<file path="config.mk">
export PLATFORM = sky130hd
export DESIGN_NAME = da_inner4
export DESIGN_NICKNAME = d
export VERILOG_FILES = /design/src/rtl/da_inner_pkg.sv /design/src/rtl/da_subset_table.sv /design/src/rtl/da_csa_accum.sv /design/src/rtl/da_inner4.sv
export SDC_FILE = /design/constraint.sdc
export NUM_CORES = 1
export LEC_CHECK = 0
export CAP_MARGIN = 0
export CORE_ASPECT_RATIO = 1.25
export CORE_MARGIN = 3
export CORE_UTILIZATION = 30
export CTS_CLUSTER_DIAMETER = 100
export CTS_CLUSTER_SIZE = 12
export DETAILED_ROUTE_END_ITERATION = 12
export SETUP_SLACK_MARGIN = 0.2
export SLEW_MARGIN = 0
export SYNTH_ARGS = -nofsm -noshare
export SYNTH_HDL_FRONTEND = slang
export SYNTH_SLANG_ARGS = --single-unit
export TNS_END_PERCENT = 1
</file>
<file path="constraint.sdc">
create_clock -name clk -period 5 [get_ports clk]
set_input_delay 1 -clock clk [delete_from_list [all_inputs] [get_ports clk]]
set_output_delay 1 -clock clk [all_outputs]
set_load 0.005 [all_outputs]
</file>
<file path="src/rtl/da_inner_pkg.sv">
package da_inner_pkg;
  typedef enum logic [1:0] {
    PH_IDLE  = 2'd0,
    PH_RUN   = 2'd1,
    PH_MERGE = 2'd2
  } phase_e;
endpackage

</file>
<file path="src/rtl/da_subset_table.sv">
// Bank of the fifteen non-empty subset sums of the four most recent samples.
// Bit k of the address selects tap k (tap 0 is the newest).
module da_subset_table #(
  parameter int XW = 8,
  parameter int TW = XW + 2
) (
  input  logic                 clk,
  input  logic                 rst_n,
  input  logic                 load,
  input  logic [XW-1:0]        x_new,
  input  logic [3:0]           sel,
  output logic signed [TW-1:0] entry
);
  localparam int NE   = 16;
  localparam int HALF = NE / 2;

  logic signed [TW-1:0] x_ext;
  logic signed [TW-1:0] tab_q [1:NE-1];
  logic signed [TW-1:0] tab_d [1:NE-1];
  logic signed [TW-1:0] with_new [1:HALF-1];

  assign x_ext = {{(TW-XW){x_new[XW-1]}}, x_new};

  // Seven parallel adders: old subset j plus the incoming sample.
  for (genvar j = 1; j < HALF; j++) begin : g_add
    assign with_new[j] = tab_q[j] + x_ext;
  end

  always_comb begin
    for (int i = 1; i < NE; i++) tab_d[i] = tab_q[i];
    if (load) begin
      tab_d[1] = x_ext;
      for (int j = 1; j < HALF; j++) begin
        tab_d[2*j]   = tab_q[j];
        tab_d[2*j+1] = with_new[j];
      end
    end
  end

  always_ff @(posedge clk or negedge rst_n) begin
    if (!rst_n) begin
      for (int i = 1; i < NE; i++) tab_q[i] <= '0;
    end else if (load) begin
      for (int i = 1; i < NE; i++) tab_q[i] <= tab_d[i];
    end
  end

  always_comb begin
    if (sel == 4'd0) entry = '0;
    else             entry = tab_q[sel];
  end

  a_r3_newest_loaded: assert property (@(posedge clk) disable iff (!rst_n)
    load |=> tab_q[1] == $past(x_ext));
  a_r3_history_shift: assert property (@(posedge clk) disable iff (!rst_n)
    load |=> tab_q[8] == $past(tab_q[4]));
  a_r6_bank_holds: assert property (@(posedge clk) disable iff (!rst_n)
    !load |=> $stable(tab_q[15]));
endmodule

</file>
<file path="src/rtl/da_csa_accum.sv">
// Carry-save accumulation of shifted subset sums; sign position inverted.
module da_csa_accum #(
  parameter int TW = 10,
  parameter int WL = 8,
  parameter int OW = TW + WL,
  parameter int SW = $clog2(WL)
) (
  input  logic                 clk,
  input  logic                 rst_n,
  input  logic                 clr,
  input  logic                 en,
  input  logic                 negate,
  input  logic [SW-1:0]        shamt,
  input  logic signed [TW-1:0] entry,
  output logic [OW-1:0]        sum_q,
  output logic [OW-1:0]        car_q
);
  logic [OW-1:0] widened;
  logic [OW-1:0] addend;
  logic [OW-1:0] sum_d;
  logic [OW-1:0] car_d;

  always_comb begin
    widened = {{(OW-TW){entry[TW-1]}}, entry} << shamt;
    addend  = negate ? ~widened : widened;
    sum_d   = sum_q;
    car_d   = car_q;
    if (clr) begin
      sum_d = '0;
      car_d = '0;
    end else if (en) begin
      sum_d = sum_q ^ car_q ^ addend;
      car_d = ((sum_q & car_q) | (sum_q & addend) | (car_q & addend)) << 1;
    end
  end

  always_ff @(posedge clk or negedge rst_n) begin
    if (!rst_n) begin
      sum_q <= '0;
      car_q <= '0;
    end else if (clr || en) begin
      sum_q <= sum_d;
      car_q <= car_d;
    end
  end

  a_r1_clear_empties: assert property (@(posedge clk) disable iff (!rst_n)
    clr |=> (sum_q == '0) && (car_q == '0));
  a_r2_zero_adds_nothing: assert property (@(posedge clk) disable iff (!rst_n)
    (en && !clr && !negate && entry == '0) |=> (sum_q + car_q) == $past(sum_q + car_q));
endmodule

</file>
<file path="src/rtl/da_inner4.sv">
module da_inner4 #(
  parameter int XW = 8,
  parameter int WL = 8
) (
  input  logic                 clk,
  input  logic                 rst_n,
  input  logic                 start,
  input  logic [XW-1:0]        sample_in,
  input  logic [4*WL-1:0]      weights_in,
  input  logic [XW+2+WL-1:0]   desired_in,
  output logic [XW+2+WL-1:0]   result,
  output logic [XW+2+WL-1:0]   err,
  output logic                 done
);
  import da_inner_pkg::*;

  localparam int TW = XW + 2;
  localparam int OW = TW + WL;
  localparam int CW = $clog2(WL);
  localparam int TAPS = 4;
  localparam logic [CW-1:0] LAST = CW'(WL - 1);

  phase_e              phase_q, phase_d;
  logic [CW-1:0]       cnt_q, cnt_d;
  logic [TAPS*WL-1:0]  w_q;
  logic [OW-1:0]       d_q;
  logic [OW-1:0]       res_q, res_d;
  logic [OW-1:0]       err_q, err_d;
  logic                done_q, done_d;
  logic                accept;
  logic [TAPS-1:0]     slice;
  logic signed [TW-1:0] entry;
  logic [OW-1:0]       sum_w, car_w, merged;

  assign accept = start && (phase_q == PH_IDLE);

  for (genvar k = 0; k < TAPS; k++) begin : g_slice
    assign slice[k] = w_q[k*WL + int'(cnt_q)];
  end

  da_subset_table #(.XW(XW), .TW(TW)) u_table (
    .clk   (clk),
    .rst_n (rst_n),
    .load  (accept),
    .x_new (sample_in),
    .sel   (slice),
    .entry (entry)
  );

  da_csa_accum #(.TW(TW), .WL(WL), .OW(OW), .SW(CW)) u_accum (
    .clk    (clk),
    .rst_n  (rst_n),
    .clr    (accept),
    .en     (phase_q == PH_RUN),
    .negate (cnt_q == LAST),
    .shamt  (cnt_q),
    .entry  (entry),
    .sum_q  (sum_w),
    .car_q  (car_w)
  );

  assign merged = sum_w + car_w + OW'(1);

  always_comb begin
    phase_d = phase_q;
    cnt_d   = cnt_q;
    res_d   = res_q;
    err_d   = err_q;
    done_d  = 1'b0;
    unique case (phase_q)
      PH_IDLE: if (accept) begin
        phase_d = PH_RUN;
        cnt_d   = '0;
      end
      PH_RUN: begin
        if (cnt_q == LAST) phase_d = PH_MERGE;
        else               cnt_d   = cnt_q + CW'(1);
      end
      PH_MERGE: begin
        res_d   = merged;
        err_d   = d_q - merged;
        done_d  = 1'b1;
        phase_d = PH_IDLE;
      end
      default: phase_d = PH_IDLE;
    endcase
  end

  always_ff @(posedge clk or negedge rst_n) begin
    if (!rst_n) begin
      phase_q <= PH_IDLE;
      cnt_q   <= '0;
      res_q   <= '0;
      err_q   <= '0;
      done_q  <= 1'b0;
    end else begin
      phase_q <= phase_d;
      cnt_q   <= cnt_d;
      res_q   <= res_d;
      err_q   <= err_d;
      done_q  <= done_d;
    end
  end

  always_ff @(posedge clk or negedge rst_n) begin
    if (!rst_n) begin
      w_q <= '0;
      d_q <= '0;
    end else if (accept) begin
      w_q <= weights_in;
      d_q <= desired_in;
    end
  end

  assign result = res_q;
  assign err    = err_q;
  assign done   = done_q;

  a_r4_done_single: assert property (@(posedge clk) disable iff (!rst_n)
    done_q |=> !done_q);
  a_r4_done_from_merge: assert property (@(posedge clk) disable iff (!rst_n)
    $rose(done_q) |-> $past(phase_q) == PH_MERGE);
  a_r5_err_balance: assert property (@(posedge clk) disable iff (!rst_n)
    done_q |-> (res_q + err_q) == d_q);
  a_r7_weights_held: assert property (@(posedge clk) disable iff (!rst_n)
    (phase_q != PH_IDLE) |=> $stable(w_q) && $stable(d_q));
  a_r8_quiet_idle: assert property (@(posedge clk) disable iff (!rst_n)
    (phase_q == PH_IDLE && !done_q) |=> !done_q);
endmodule

</file>
==> run_results.csv <==
group,metric,value,unit
yosys,synth_mux_area_share,5.107,%
yosys,syn_area,15780,um2
clock_tree,cts.repair.resized,0,
grt,grt_pass1_wl,65.80,mm
yosys,yosys.area.top_type,"dfrtp_1",
worst_setup_path,rrSetupSlack,0.53,ns
yosys,ys_warn_count,0,
timing,finalHoldViolCount,0,
yosys,ys_seq_elements,263,
clock_tree,cts_max_path_buffers,3,
clock_tree,clk_latency,0.56,ns
worst_setup_path,r2r-end,"u_accum.sum_q[4]$_DFFE_PN0P_",
yosys,ys.flop_type,"dfrtp_1",
floorplanning,die_area,55400,um2
floorplanning,ios,98,
yosys,synth-simple-area-share,18.69,%
run,maxCapViolations,0,
final_layout,num_antenna_cells,0,
yosys,yosys.area_share.adder,10.67,%
grt,grt_start_max_net_pins,108,
worst_hold_path,hp-start,"u_table.tab_q[72]$_DFFE_PN0P_",
clock_tree,h-tree-depth,1,
timing,grt_setup_unrepaired,"no",
yosys,synth_top_family_by_area,"simple AND/OR/NAND/NOR gates",
floorplanning,coreArea,51780,um2
yosys,synth.area.top_cells,"dfrtp_1 (42%), nand2_1 (13%), ha_1 (7.4%)",
worst_setup_path,worstPathRequired,5.44,ns
floorplanning,die_x,211.1,um
drt,routed_wl,40.03,mm
timing,slew_headroom,27.31,%
yosys,synth_compound_area_share,14.70,%
yosys,yosysUniqueCellTypes,62,
clock_tree,cts_buffers,25,
worst_setup_path,rr_worst_depth,14,
timing,final_max_slew_viol_count,0,
clock_tree,clk_pin_slew_worst_paths,0.06,ns
yosys,syn_area_per_cell,8.790,um2
timing,setup_viol,0,
worst_hold_path,hold_path_class,"flip-flop to flip-flop",
drt,via_per_inst,4.951,
timing,fmax,223.5,MHz
yosys,async_flop_share,100.0,%
worst_setup_path,r2r-start,"cnt_q[0]$_DFFE_PN0P_",
clock_tree,post_cts_buffers,0,
yosys,netlist_instances,1795,
grt,grt_overflow,0,
run_status,outcome,"completed",
timing,fin_tns_setup,0,ns
worst_hold_path,holdPathStages,2,
yosys,synth.net_count,1974,
drt,vias,12477,
timing,fin_worst_skew,0.02509,ns
timing,fin_crit_sh,89.47,%
grt,grt_pass1_vias,12605,
floorplanning,initial_core_util,30.47,%
clock_tree,clock_sinks,263,
yosys,synth_top_area_share,41.71,%
worst_setup_path,startpoint_type,"flip-flop",
floorplanning,rows,93,
drt,drtIter0Drc,693,
final_layout,layout-drive-gt1-share,4.852,%
floorplanning,die_y,262.4,um
place,io_buffers,97,
drt,dr.pass1.iters,5,
yosys,synthXorXnorAreaFrac,4.830,%
grt,track_usage,14.35,%
timing,min_period,4.474,ns
worst_setup_path,end_kind,"flip-flop",
drt,route.antenna.remaining_nets,0,
place,hpwlAfterDp,29.54,mm
clock_tree,holdBufCountCts,0,
clock_tree,cts_tree,"done",
yosys,synth_edf_count,0,
final_layout,syn_to_final_growth,14.85,%
clock_tree,clk_root_buffer_cell,"clkbuf_16",
final_layout,nets,2034,
place,place.gp.congestion,0.8252,
yosys,ys_seq_area_share,41.71,%
worst_setup_path,crit_type,"flip-flop to flip-flop",
worst_setup_path,arrival,4.91,ns
drt,drcViolationCount,0,
worst_hold_path,hold-path-endpoint,"u_table.tab_q[72]$_DFFE_PN0P_",
grt,antenna_found_initial,0,
timing,tightest_slew,1.090,ns
drt,wl_per_cell,15.88,um
worst_setup_path,crit_fanout,18,
-- synth_stat cells (4+ instances only) --
library cell	n
nand3_1	54
o211ai_1	7
or2_2	5
a311oi_1	5
nor3_1	16
a211oi_1	10
o32ai_1	4
nor2b_1	19
buf_6	4
a2111oi_0	5
o21ai_0	162
buf_1	10
a31oi_1	17
mux4_2	11
ha_1	93
nand2b_1	17
xor2_1	35
inv_1	79
clkbuf_1	69
a21oi_1	68
o31ai_1	9
and3_1	6
a21o_1	39
nand2_1	561
and2_1	4
mux2i_1	37
dfrtp_1	263
buf_2	6
fa_1	25
mux2_2	5
xnor2_1	52
o21a_1	9
nor2_1	30
o21bai_1	13
-- worst max-delay path, cell delays in order, from the launching register on --
cell,delay [ns]
dfrtp_1,0.46
buf_4,0.21
mux4_2,0.60
mux2_4,0.42
mux2i_1,0.15
mux4_2,0.46
nor2b_1,0.14
nor3_1,0.42
mux2i_1,0.19
mux2i_1,0.22
nor2b_1,0.16
a31oi_1,0.06
xor2_1,0.23
fa_1,0.44
o21ai_0,0.18
-- stage by stage --
stage | worst slack [ns] | utilization [%] | area [um2] | std cells | hold slack [ns]
after floorplan | 1.225 | - | 15780 | 1795 | 0.4373
after global placement | 0.6671 | 33.74 | 17470 | 2493 | 0.4549
after detailed placement | 0.5846 | 33.74 | 17470 | 2493 | 0.4604
after CTS | 0.5563 | 34.99 | 18120 | 2520 | 0.4777
after global routing | 0.2311 | 34.99 | 18120 | 2520 | 0.4896
final | 0.5264 | 34.99 | 18120 | 2520 | 0.4730
-- cell families (layout without fill, tap and decap cells) --
family          count (synthesis)  after routing
simple gates                  721            721
compound gates                376            376
fa+ha+maj                     120            120
flops                         263            263
mux                            59             59
xor+xnor                       87             87
buf+inv                       169            229
-- area by class of cell --
cell class / count / area [um2]
Fill cell: 5282 / 33660
Inverter: 79 / 296.5
Clock buffer: 26 / 629.4
Tap cell: 665 / 832.0
Sequential cell: 263 / 6581
Timing Repair Buffer: 123 / 1221
Multi-Input combinational cell: 1363 / 8539
Clock inverter: 1 / 20.02
-- how the worst max path moves through the flow --
stage / start / endpoint / cells after the start / slack, ns
after detailed placement: cnt_q[0]$_DFFE_PN0P_ / u_accum.sum_q[6]$_DFFE_PN0P_ / 14 / 0.58
after floorplan: cnt_q[0]$_DFFE_PN0P_ / u_accum.sum_q[8]$_DFFE_PN0P_ / 15 / 1.22
after global routing: cnt_q[0]$_DFFE_PN0P_ / u_accum.sum_q[7]$_DFFE_PN0P_ / 14 / 0.23
after global placement: cnt_q[0]$_DFFE_PN0P_ / u_accum.sum_q[4]$_DFFE_PN0P_ / 14 / 0.67
final: cnt_q[0]$_DFFE_PN0P_ / u_accum.sum_q[4]$_DFFE_PN0P_ / 14 / 0.53
after CTS: cnt_q[0]$_DFFE_PN0P_ / u_accum.sum_q[6]$_DFFE_PN0P_ / 14 / 0.56
-- flip-flops by register name, summed over array words and instances (netlist names) --
name,count
cnt_q,3
d_q,18
done,1
err,18
phase_q,2
result,18
u_accum.car_q,17
u_accum.sum_q,18
u_table.tab_q,136
w_q,32
-- layer usage --
metal	part of all wire, %	track usage, %	up-vias
li1	-	-	6148
met1	43	17.91	6060
met2	52	26.10	206
met3	2.9	1.648	63
met4	2.2	3.875	0
met5	0	0	-
-- cells in the final DEF (no fill, tap or decap), types with 4 or more instances in the layout --
master	n
inv_1	79
a31oi_1	17
a311oi_1	5
mux2i_1	36
fa_1	25
clkdlybuf4s50_1	96
xnor2_1	52
nor2b_1	19
a21oi_1	68
o21ai_0	162
clkbuf_16	25
and3_1	6
or2_2	5
o31ai_1	9
ha_1	93
a21o_1	39
o21bai_1	13
buf_12	4
dfrtp_1	263
nand2b_1	15
nand3_1	54
a2111oi_0	5
a211oi_1	10
nand2_1	560
o211ai_1	7
mux2_2	5
xor2_1	35
mux4_2	11
buf_4	22
nor2_1	30
o21a_1	9
o32ai_1	4
nor3_1	16
Power is left out: the tool's default activity adds up to more than one toggle a clock period on the data nets, which glitch-free logic cannot reach.
